**config.mk**
```make
export PLATFORM = sky130hd
export DESIGN_NAME = cfgreg_ifile
export DESIGN_NICKNAME = d
export VERILOG_FILES = /design/src/rtl/cfgreg_pkg.sv /design/src/rtl/cfgreg_ptr.sv /design/src/rtl/cfgreg_bank.sv /design/src/rtl/cfgreg_timing_dec.sv /design/src/rtl/cfgreg_ifile.sv
export SDC_FILE = /design/constraint.sdc
export NUM_CORES = 1
export LEC_CHECK = 0
export BUFFER_PORTS_ARGS = -buffer_cell sky130_fd_sc_hd__buf_4
export CORE_MARGIN = 1
export CORE_UTILIZATION = 55
export DETAILED_ROUTE_END_ITERATION = 12
export PLACE_DENSITY = 0.91
export SYNTH_ARGS = -nofsm -noshare
export SYNTH_HDL_FRONTEND = slang
export SYNTH_SLANG_ARGS = --single-unit
```
**constraint.sdc**
```tcl
create_clock -name clk -period 3.42 [get_ports clk]
set_input_delay 0.684 -clock clk [delete_from_list [all_inputs] [get_ports clk]]
set_output_delay 0.684 -clock clk [all_outputs]
set_load 0.005 [all_outputs]
```
**src/rtl/cfgreg_pkg.sv**
```systemverilog
package cfgreg_pkg;

    localparam int NCH      = 2;
    localparam int BANK_W   = 1;
    localparam int IDX_W    = 3;
    localparam int NREG     = 7;
    localparam int LAST_IDX = NREG - 1;
    localparam int WORD_W   = 16;
    localparam int BYTE_W   = 8;
    localparam int RACNT_W  = 10;
    localparam int CLK_W    = 5;
    localparam int NPORT    = 2;

    // bit positions inside the read-ahead control byte
    localparam int RAEN_BIT   = 7;
    localparam int FCLR_BIT   = 6;
    localparam int MODE4_BIT  = 4;

    typedef enum logic [IDX_W-1:0] {
        IX_CMDBASE = 3'd0,
        IX_GENCFG  = 3'd1,
        IX_RALO    = 3'd2,
        IX_RACFG   = 3'd3,
        IX_CTLBASE = 3'd4,
        IX_DTIM    = 3'd5,
        IX_CTIM    = 3'd6,
        IX_NONE    = 3'd7
    } idx_e;

    typedef struct packed {
        logic              autoinc;
        logic              posted_wait;
        logic              burst_dis;
        logic              devsel_med;
        logic [BANK_W-1:0] bank;
        logic [IDX_W-1:0]  idx;
    } ptr_t;

    localparam ptr_t            PTR_RST    = 8'h50;
    localparam logic [BYTE_W-1:0] PTR_RDMASK = 8'hDF;

    typedef struct packed {
        logic dma_en;
        logic drv_rst;
        logic iordy_en;
        logic narrow;
        logic irq_low;
        logic pwr_save;
        logic bus_master;
        logic io_en;
    } gen_t;

    localparam logic [BYTE_W-1:0] GEN_RDMASK = 8'hFB;

    typedef struct packed {
        logic [1:0] setup;
        logic [2:0] hold;
        logic [2:0] active;
    } tim_t;

    typedef struct packed {
        logic [CLK_W-1:0] setup;
        logic [CLK_W-1:0] hold;
        logic [CLK_W-1:0] active;
    } tclk_t;

    typedef struct packed {
        logic [WORD_W-1:0]  cmd_base;
        logic [WORD_W-1:0]  ctl_base;
        gen_t               gen;
        logic [RACNT_W-1:0] ra_count;
        logic               ra_en;
        logic               mode4;
        tim_t               dtim;
        tim_t               ctim;
    } bank_t;

    function automatic bank_t bank_default(input logic ch);
        bank_t b;
        b.cmd_base = ch ? 16'h0170 : 16'h01F0;
        b.ctl_base = ch ? 16'h0376 : 16'h03F6;
        b.gen      = 8'h01;
        b.ra_count = '0;
        b.ra_en    = 1'b0;
        b.mode4    = 1'b0;
        b.dtim     = 8'hF5;
        b.ctim     = 8'hDE;
        return b;
    endfunction

    function automatic logic [IDX_W-1:0] next_idx(input logic [IDX_W-1:0] i);
        return (i >= IDX_W'(LAST_IDX)) ? '0 : i + IDX_W'(1);
    endfunction

    function automatic tclk_t decode_timing(input tim_t t);
        tclk_t c;
        case (t.setup)
            2'd0:    c.setup = CLK_W'(1);
            2'd1:    c.setup = CLK_W'(2);
            2'd2:    c.setup = CLK_W'(3);
            default: c.setup = CLK_W'(4);
        endcase
        case (t.hold)
            3'd0:    c.hold = CLK_W'(1);
            3'd1:    c.hold = CLK_W'(2);
            3'd2:    c.hold = CLK_W'(3);
            3'd3:    c.hold = CLK_W'(4);
            3'd4:    c.hold = CLK_W'(5);
            3'd5:    c.hold = CLK_W'(6);
            3'd6:    c.hold = CLK_W'(8);
            default: c.hold = CLK_W'(12);
        endcase
        case (t.active)
            3'd0:    c.active = CLK_W'(2);
            3'd1:    c.active = CLK_W'(3);
            3'd2:    c.active = CLK_W'(4);
            3'd3:    c.active = CLK_W'(5);
            3'd4:    c.active = CLK_W'(6);
            3'd5:    c.active = CLK_W'(8);
            3'd6:    c.active = CLK_W'(12);
            default: c.active = CLK_W'(16);
        endcase
        return c;
    endfunction

endpackage

```
**src/rtl/cfgreg_ptr.sv**
```systemverilog
module cfgreg_ptr
    import cfgreg_pkg::*;
(
    input  logic              clk,
    input  logic              rst,
    input  logic              ptr_we,
    input  logic [BYTE_W-1:0] ptr_wdata,
    input  logic              access,
    output ptr_t              ptr
);

    always_ff @(posedge clk) begin
        if (rst) begin
            ptr <= PTR_RST;
        end else if (ptr_we) begin
            // an explicit pointer write wins over auto-advance
            ptr <= ptr_t'(ptr_wdata);
        end else if (access && ptr.autoinc) begin
            ptr.idx <= next_idx(ptr.idx);
        end
    end

endmodule

```
**src/rtl/cfgreg_bank.sv**
```systemverilog
module cfgreg_bank
    import cfgreg_pkg::*;
#(
    parameter logic CH_ID = 1'b0
) (
    input  logic              clk,
    input  logic              rst,
    input  logic              wr,
    input  logic [IDX_W-1:0]  idx,
    input  logic [WORD_W-1:0] wdata,
    output bank_t             regs,
    output logic [WORD_W-1:0] rd_word,
    output logic              fifo_clr
);

    localparam int PAD_W = WORD_W - BYTE_W;
    localparam int RAHI_W = RACNT_W - BYTE_W;

    idx_e sel_idx;
    assign sel_idx = idx_e'(idx);

    always_ff @(posedge clk) begin
        if (rst) begin
            regs     <= bank_default(CH_ID);
            fifo_clr <= 1'b0;
        end else begin
            fifo_clr <= wr && (sel_idx == IX_RACFG) && wdata[FCLR_BIT];
            if (wr) begin
                case (sel_idx)
                    IX_CMDBASE: regs.cmd_base <= wdata;
                    IX_GENCFG:  regs.gen      <= gen_t'(wdata[BYTE_W-1:0]);
                    IX_RALO:    regs.ra_count[BYTE_W-1:0] <= wdata[BYTE_W-1:0];
                    IX_RACFG: begin
                        regs.ra_en <= wdata[RAEN_BIT];
                        regs.mode4 <= wdata[MODE4_BIT];
                        regs.ra_count[RACNT_W-1:BYTE_W] <= wdata[RAHI_W-1:0];
                    end
                    IX_CTLBASE: regs.ctl_base <= wdata;
                    IX_DTIM:    regs.dtim     <= tim_t'(wdata[BYTE_W-1:0]);
                    IX_CTIM:    regs.ctim     <= tim_t'(wdata[BYTE_W-1:0]);
                    default: ;
                endcase
            end
        end
    end

    always_comb begin
        case (sel_idx)
            IX_CMDBASE: rd_word = regs.cmd_base;
            IX_GENCFG:  rd_word = {{PAD_W{1'b0}}, (BYTE_W'(regs.gen) & GEN_RDMASK)};
            IX_CTLBASE: rd_word = regs.ctl_base;
            IX_DTIM:    rd_word = {{PAD_W{1'b0}}, BYTE_W'(regs.dtim)};
            IX_CTIM:    rd_word = {{PAD_W{1'b0}}, BYTE_W'(regs.ctim)};
            default:    rd_word = '0;
        endcase
    end

endmodule

```
**src/rtl/cfgreg_timing_dec.sv**
```systemverilog
module cfgreg_timing_dec
    import cfgreg_pkg::*;
(
    input  tim_t  code,
    output tclk_t clks
);

    always_comb begin
        clks = decode_timing(code);
    end

endmodule

```
**src/rtl/cfgreg_ifile.sv**
```systemverilog
module cfgreg_ifile
    import cfgreg_pkg::*;
(
    input  logic                                    clk,
    input  logic                                    rst,
    input  logic                                    ptr_we,
    input  logic [BYTE_W-1:0]                       ptr_wdata,
    output logic [BYTE_W-1:0]                       ptr_rdata,
    input  logic                                    dat_we,
    input  logic                                    dat_re,
    input  logic [WORD_W-1:0]                       dat_wdata,
    output logic [WORD_W-1:0]                       dat_rdata,
    output logic                                    posted_wait_o,
    output logic                                    burst_dis_o,
    output logic                                    devsel_med_o,
    output logic [NCH-1:0][WORD_W-1:0]              cmd_base_o,
    output logic [NCH-1:0][WORD_W-1:0]              ctl_base_o,
    output logic [NCH-1:0][BYTE_W-1:0]              gen_cfg_o,
    output logic [NCH-1:0][RACNT_W-1:0]             ra_count_o,
    output logic [NCH-1:0]                          ra_en_o,
    output logic [NCH-1:0]                          mode4_o,
    output logic [NCH-1:0]                          fifo_clr_o,
    output logic [NCH-1:0][NPORT-1:0][CLK_W-1:0]    setup_clks_o,
    output logic [NCH-1:0][NPORT-1:0][CLK_W-1:0]    hold_clks_o,
    output logic [NCH-1:0][NPORT-1:0][CLK_W-1:0]    active_clks_o
);

    ptr_t              ptr;
    bank_t             bank_q  [NCH];
    logic [WORD_W-1:0] rd_word [NCH];

    cfgreg_ptr u_ptr (
        .clk       (clk),
        .rst       (rst),
        .ptr_we    (ptr_we),
        .ptr_wdata (ptr_wdata),
        .access    (dat_we || dat_re),
        .ptr       (ptr)
    );

    assign ptr_rdata     = BYTE_W'(ptr) & PTR_RDMASK;
    assign posted_wait_o = ptr.posted_wait;
    assign burst_dis_o   = ptr.burst_dis;
    assign devsel_med_o  = ptr.devsel_med;

    for (genvar c = 0; c < NCH; c++) begin : g_ch
        logic sel;
        assign sel = (ptr.bank == BANK_W'(c));

        cfgreg_bank #(.CH_ID(1'(c))) u_bank (
            .clk      (clk),
            .rst      (rst),
            .wr       (dat_we && sel),
            .idx      (ptr.idx),
            .wdata    (dat_wdata),
            .regs     (bank_q[c]),
            .rd_word  (rd_word[c]),
            .fifo_clr (fifo_clr_o[c])
        );

        assign cmd_base_o[c] = bank_q[c].cmd_base;
        assign ctl_base_o[c] = bank_q[c].ctl_base;
        assign gen_cfg_o[c]  = BYTE_W'(bank_q[c].gen);
        assign ra_count_o[c] = bank_q[c].ra_count;
        assign ra_en_o[c]    = bank_q[c].ra_en;
        assign mode4_o[c]    = bank_q[c].mode4;

        for (genvar p = 0; p < NPORT; p++) begin : g_port
            tim_t  code;
            tclk_t clks;
            if (p == 0) begin : g_data
                assign code = bank_q[c].dtim;
            end else begin : g_cmd
                assign code = bank_q[c].ctim;
            end

            cfgreg_timing_dec u_dec (
                .code (code),
                .clks (clks)
            );

            assign setup_clks_o[c][p]  = clks.setup;
            assign hold_clks_o[c][p]   = clks.hold;
            assign active_clks_o[c][p] = clks.active;
        end
    end

    always_ff @(posedge clk) begin
        if (rst) begin
            dat_rdata <= '0;
        end else if (dat_re) begin
            dat_rdata <= rd_word[ptr.bank];
        end
    end

endmodule

```
Yosys cells after proc, flatten, opt, wreduce, memory -nomap -nowiden
Cells that the tools add are included.
{"block": "classes", "bitwise_logic": 2, "order_cmp": 2, "mux": 20, "n_reduce_logical": 36, "add_sub_neg": 1, "eq_ne": 62}
{"operator": "16-bit case mux with 5 select lines", "count": 2}
{"operator": "5-bit case mux with 7 select lines", "count": 4}
{"operator": "4-bit case mux with 7 select lines", "count": 4}
{"operator": "3-bit equality test (second input constant)", "count": 27}
{"operator": "3-bit by 2-bit equality test with 1-bit output (second input constant)", "count": 18}
{"operator": "16-bit two-way mux", "count": 3}
{"operator": "3-bit case mux with 3 select lines", "count": 4}
{"operator": "2-bit AND reduction", "count": 14}
{"operator": "3-bit by 1-bit equality test with 1-bit output (second input constant)", "count": 9}
{"operator": "3-bit logical NOT", "count": 9}
{"operator": "3-bit two-way mux", "count": 3}
{"operator": "2-bit by 1-bit equality test with 1-bit output (second input constant)", "count": 4}
{"operator": "2-bit equality test (second input constant)", "count": 4}
{"operator": "2-bit logical NOT", "count": 4}
{"operator": "1-bit logical AND", "count": 7}
{"operator": "3-bit by 1-bit adder with 3-bit output (second input constant)", "count": 1}
{"operator": "3-bit greater-or-equal comparator (second input constant)", "count": 1}
{"operator": "2-bit greater-or-equal comparator (second input constant)", "count": 1}
{"operator": "1-bit NOT with 2-bit output", "count": 1}
{"operator": "2-bit nonzero test", "count": 1}
{"operator": "1-bit logical OR", "count": 1}
{"operator": "1-bit NOT", "count": 1}
{"block": "totals", "reg_bits": 162, "elab_cells": 172, "inputBits": 29, "out_inout_bits": 193}

Depth between registers and ports, before layout
{"block": "logic_depth", "depth_word": 5, "depth_mapped": 9, "depth_no_buf": 6}

Cells and area by module
Synthesis repeated with hierarchy kept, for this count alone.
{"block": "unflattened", "cells_unflattened": 890, "hier_area_um2": 7827.5}
{"module": "cfgreg_bank at g_ch[0].u_bank", "seq_area_each_um2": 1381.3, "n_inst": 1, "cells_each": 330, "area_each_um2": 3020.4}
{"module": "cfgreg_bank at g_ch[1].u_bank", "seq_area_each_um2": 1381.3, "n_inst": 1, "cells_each": 349, "area_each_um2": 3010.4}
{"module": "cfgreg_ifile", "seq_area_each_um2": 320.3, "n_inst": 1, "cells_each": 79, "area_each_um2": 767.0}
{"module": "cfgreg_timing_dec", "seq_area_each_um2": 0.0, "n_inst": 4, "cells_each": 23, "area_each_um2": 163.9}
{"module": "cfgreg_ptr", "seq_area_each_um2": 160.2, "n_inst": 1, "cells_each": 40, "area_each_um2": 374.1}

Worst setup path after synthesis
OpenSTA, ideal clock, no wires.
{"block": "synth_timing", "path_type": "reg-to-reg", "startpoint": "reg u_ptr.ptr[0] (netlist name)", "endpoint": "reg dat_rdata[2]", "stages_incl_launch_ff": 8, "synth_period_minus_slack_ns": 1.841, "setup_time_ns": 0.117, "n_path_buf": 1, "setup_slack_ns": 1.579, "required_time_ns": 3.303, "arrival_time_ns": 1.724, "path_cell_list": "dfxtp_1 > inv_1 > ha_1 > buf_6 > nor2b_4 > o311ai_4 > nor2_1 > a32o_1"}
{"block": "synth_between", "elab_chain_cells": 5, "word_cells_on_any_way": 10, "classes_between": "4 x eq/ne; 5 x mux; 1 x reduce/logical"}
{"element": "3-bit equality test, or another cell as far along", "line_no": "cfgreg_bank.sv:48", "source": "case (sel_idx)"}
{"element": "16-bit case mux with 5 select lines", "line_no": "cfgreg_bank.sv:48"}
{"element": "16-bit two-way mux (not written as such) (*) (3 in series)", "line_no": "cfgreg_ifile.sv:92", "source": "dat_rdata <= rd_word[ptr.bank];"}
{"element": "end signal: assignment", "line_no": "cfgreg_ifile.sv:92"}
{"element": "end: declaration", "line_no": "cfgreg_ifile.sv:12", "source": "output logic [WORD_W-1:0] dat_rdata,"}
Every way passes the cells marked *; elsewhere a longest branch is shown, timed or not. The select of a mux whose other input is x is not followed.
A chain may end at the register's enable or synchronous reset.

Worst setup path after layout
{"block": "layout_timing", "startpoint": "reg u_ptr.ptr[0] (netlist name)", "endpoint": "reg g_ch[1].u_bank.regs[59] (netlist bit)"}
{"block": "layout_between", "elab_chain_cells": 2}
{"element": "3-bit logical NOT", "line_no": "cfgreg_bank.sv:29", "source": "case (sel_idx)"}
{"element": "2-bit AND reduction (no source line)"}
{"element": "end signal: assignment", "line_no": "cfgreg_bank.sv:24", "source": "regs <= bank_default(CH_ID);"}
{"element": "end: declaration", "line_no": "cfgreg_bank.sv:11", "source": "output bank_t regs,"}
No other way between the ends.

==> results.txt <==
* Internal Power: 3.36 mW
- Sequential elements use between 30% and 40% of the synthesized area.
* Horiz. Die Dim: approximately 120 um
* CTS buffer count: 17
* Worst-path cell chain: inv_1, ha_1, buf_4, nand3_1, nand2_1, a21oi_1
- Warnings, synthesis: 0
- Share of post-route cells with drive strength above 1: between 20% and 30%
- Number of optimization iterations in the first detailed-route pass: 8
- Total Die Area: between 15000 and 20000 um^2
- Number of cells in the finished layout apart from fillers: 1242
* Fin crit share: between 70% and 80%
* CTS root buf: sky130_fd_sc_hd__clkbuf_16
* Worst setup skew after layout: just under 0.009 ns
- Post-synth EDFFs: 0
* Top flip-flop cell by instance count after synthesis: sky130_fd_sc_hd__dfxtp_1
- After routing, the total negative slack on setup checks comes to 0 ns.
* Final HPWL from detailed placement: ~16000 um
- Critical path fanouts, max: 16
* # H-tree levels: 4
- In this run, the clock network consumes about 45% of the power.
- Clock latency on the worst-skew pair, taken at its later pin, is 0.43 ns.
* Initial Util: a little under three fifths
* Yosys top cell area share: 39.7%
* Transition time at the pin with the least slew margin: 1.02 ns
- Avg Inst Size Synth: between 8 and 9 um^2
- Hold is met by around 0.45 ns.
- Buffers added to address setup during post-CTS repair amount to 0.
- Cell with the most instances after synthesis: sky130_fd_sc_hd__nand2_1
- Together, buffers and inverters on the worst path number 2.
- Async S/R FF share, synth: 0%
- Tmin final: about 2.5 ns
- Detailed-route wire length: 23700 um
- Clock-pin slew was measured on the worst setup and hold paths at 0.06 ns.
* Final number of max-transition violations: 0
- Measured in cells, the most critical reg-to-reg path has a length of 6.
- TritonCTS built the clock tree.
* Core region area: between 10000 and 15000 um^2
- The longest clock path from root to sink contains 2 buffers.
- Counting the fill cells in the layout gives 1152.
- For this run, design rule violations remaining after detail routing come to 0.
- Derived from the worst setup path, the maximum achievable clock frequency is between 0.3 and 0.4 GHz.
* Sum of internal, switching and leakage power: around 4.5 mW
- The floorplan has 44 rows.
- The first global-routing pass estimated between 30000 and 40000 um of wire.
- Antenna Cells: 0
* Slowest library cell on the worst path: sky130_fd_sc_hd__nand3_1
- Worst min-delay path class: flop to flop
- Flops & latches, synth: ~160
* CTS Hold Buffers Added: 0
- Post-cts resize count: 0
* # IOs: around 220
- At the end of the flow the core is filled with cells to 65.1%.
- Sort of element at the start of the critical path: flop
* Combinational Power Share: between 10% and 20%
- Synth area leaders: sky130_fd_sc_hd__dfxtp_1 (40%), sky130_fd_sc_hd__buf_4 (11%), sky130_fd_sc_hd__nand2_1 (11%)
* Antenna violations before repair: 0
- Synthesis produced a netlist whose cell count is between 900 and 1000.
- Once detail routing completed, the nets flagged for antenna violations numbered 0.
- Routability-driven placement finished with a final weighted congestion of between 0.8 and 0.9.
- Required time at the endpoint of the critical path: roughly 3.7 ns
- Worst path depth: 6
- Maxcap violations: 0
* Leading post-synthesis cells by instance count: sky130_fd_sc_hd__nand2_1 (230), sky130_fd_sc_hd__dfxtp_1 (162), sky130_fd_sc_hd__buf_4 (124)
- Area of the multi-input gates: about 3700 um^2
* Final count of hold timing violations: 0
* Post-Syn Area: slightly above 8000 um^2
- Entering global routing, the biggest net connects 95 pins.
- Maximum vdd drop: ~0.35 mV
- Switching part of the total power: around a quarter
* P&R area growth vs syn: 15.9%
- Setup repair after global routing left no endpoint under its margin.
* Crit path arrival time: between 2 and 3 ns
- The run finished with clean final reports.
* Overall Global Routing Usage: 30.8%
- The largest total area in the synthesized netlist belongs to sky130_fd_sc_hd__dfxtp_1.
- Relative contribution of sequential cells to total power: roughly 45%
- Using the TritonRoute via totals, the vias-per-cell ratio works out to between 5 and 6.
* Number of DRC markers in iteration 0: 876
- Routed vias: ~7200
- Input/output buffers: ~210
- The worst setup path is captured at a flop.
- The number of global-route vias before repair is 6651.
- Setup CP Type: flop to flop
* Number of sinks driven by the clock tree: 162
- Counting instances, the worst hold path has a depth of 2.
- For this run, the post-layout net count is 1092.
* Leakage Power: between 4 and 5 nW
* Cell type group with the largest total delay on the critical path: simple AND/OR/NAND/NOR gates
* Storage cell area: between 3000 and 4000 um^2
- Measured along the y axis, the die boundary spans approximately 120 um.
- For this design the total switching power over the nets is roughly 1.1 mW.
* Final setup violating endpoints: 0
- Summed over all layers, the global routing overflow is 0.
- Power Density: about 470 nW/um^2
* WL/cell: approximately 19 um
- Post-synth cell types: 53
- Headroom to the max-slew limit came out at 32.1%.
- In this design, the stage delay of the slowest critical-path cell is around 0.57 ns.
* Placed cell count: roughly 1200
[flip-flops by register name, summed over array words and instances, names as in the netlist]
name / count
dat_rdata: 16
g_ch.u_bank.fifo_clr: 2
g_ch.u_bank.regs: 136
u_ptr.ptr: 8
[layer usage]
metal	GRT usage, %	routed length (um)	up-vias	part of all wire [%]
li1	-	-	3302	-
met1	37.4	8660	3322	37
met2	48.6	11000	502	46
met3	9.34	2870	96	12
met4	17.1	1160	0	4.9
met5	0	0	-	0
[final timing paths]
kind                                   startpoint                                   end  slack, ns
max                     u_ptr.ptr[0]$_SDFFE_PP0P_  g_ch[1].u_bank.regs[59]$_SDFFE_PP0P_       0.90
min          g_ch[0].u_bank.regs[30]$_SDFFE_PP0P_  g_ch[0].u_bank.regs[30]$_SDFFE_PP0P_       0.45
max reg2reg             u_ptr.ptr[0]$_SDFFE_PP0P_  g_ch[1].u_bank.regs[59]$_SDFFE_PP0P_       0.90
min reg2reg  g_ch[0].u_bank.regs[30]$_SDFFE_PP0P_  g_ch[0].u_bank.regs[30]$_SDFFE_PP0P_       0.45
[metrics by stage]
step	setup WS, ns	area, um^2
2_1_floorplan	1.58	8210
3_3_place_gp	1.08	8850
3_5_place_dp	0.956	8850
4_1_cts	0.925	9470
5_1_grt	0.825	9470
6_report	0.896	9470
[cells by family (layout without fill, tap and decap cells)]
kind of cell,after synthesis,count (layout),synth area share (%)
flip-flops,162,162,39.7
adder cells (fa/ha/maj),17,17,2.60
AND/OR/NAND/NOR,379,379,21.3
XOR/XNOR,4,4,0.429
multiplexers,46,46,6.94
buffers and inverters,206,273,16.1
other,1,13,0.0459
AO/OA/AOI/OAI,164,164,12.9
[cells in the final DEF, fill, tap and decap left out, types with 7 or more instances in the layout]
| cell | count |
|---|---|
| sky130_fd_sc_hd__nand2_1 | 230 |
| sky130_fd_sc_hd__buf_4 | 216 |
| sky130_fd_sc_hd__dfxtp_1 | 160 |
| sky130_fd_sc_hd__a21oi_1 | 97 |
| sky130_fd_sc_hd__nor2_1 | 46 |
| sky130_fd_sc_hd__mux2i_1 | 33 |
| sky130_fd_sc_hd__nand3_1 | 33 |
| sky130_fd_sc_hd__inv_1 | 25 |
| sky130_fd_sc_hd__o211ai_1 | 17 |
| sky130_fd_sc_hd__ha_1 | 17 |
| sky130_fd_sc_hd__clkbuf_16 | 17 |
| sky130_fd_sc_hd__a222oi_1 | 16 |
| sky130_fd_sc_hd__nor2b_1 | 15 |
| sky130_fd_sc_hd__conb_1 | 13 |
| sky130_fd_sc_hd__a221oi_1 | 12 |
| sky130_fd_sc_hd__nand3b_1 | 9 |
| sky130_fd_sc_hd__o21ai_0 | 8 |
| sky130_fd_sc_hd__mux4_2 | 8 |
| sky130_fd_sc_hd__a211oi_1 | 7 |
[layout make-up]
type | instances | share of cell area, %
repair buffers | 216 | 17.1
clock buffers | 23 | 5.16
flip-flops and latches | 162 | 34.3
well taps | 184 | 2.43
clock inverters | 8 | 1.34
inverters | 26 | 1.03
multi-input cells | 623 | 38.6
[worst min-delay path, delay by kind of cell, from the launching register on]
| family | cells | cell delay (ns) |
|---|---|---|
| DFF | 1 | 0.31 |
| and+or+nand+nor | 1 | 0.05 |
| AOI/OAI and AO/OA | 1 | 0.05 |
[power groups by stage]
stage / Combinational [mW] / Clock, mW / Sequential (mW)
2_1_floorplan: 0.341 / 0 / 2.01
6_report: 0.480 / 1.98 / 1.99
5_1_grt: 0.514 / 2.08 / 2.00
3_3_place_gp: 0.458 / 0 / 2.03
4_1_cts: 0.472 / 1.99 / 1.99
3_5_place_dp: 0.469 / 0 / 2.03
Note: power is estimated with default switching activity, not from simulation.
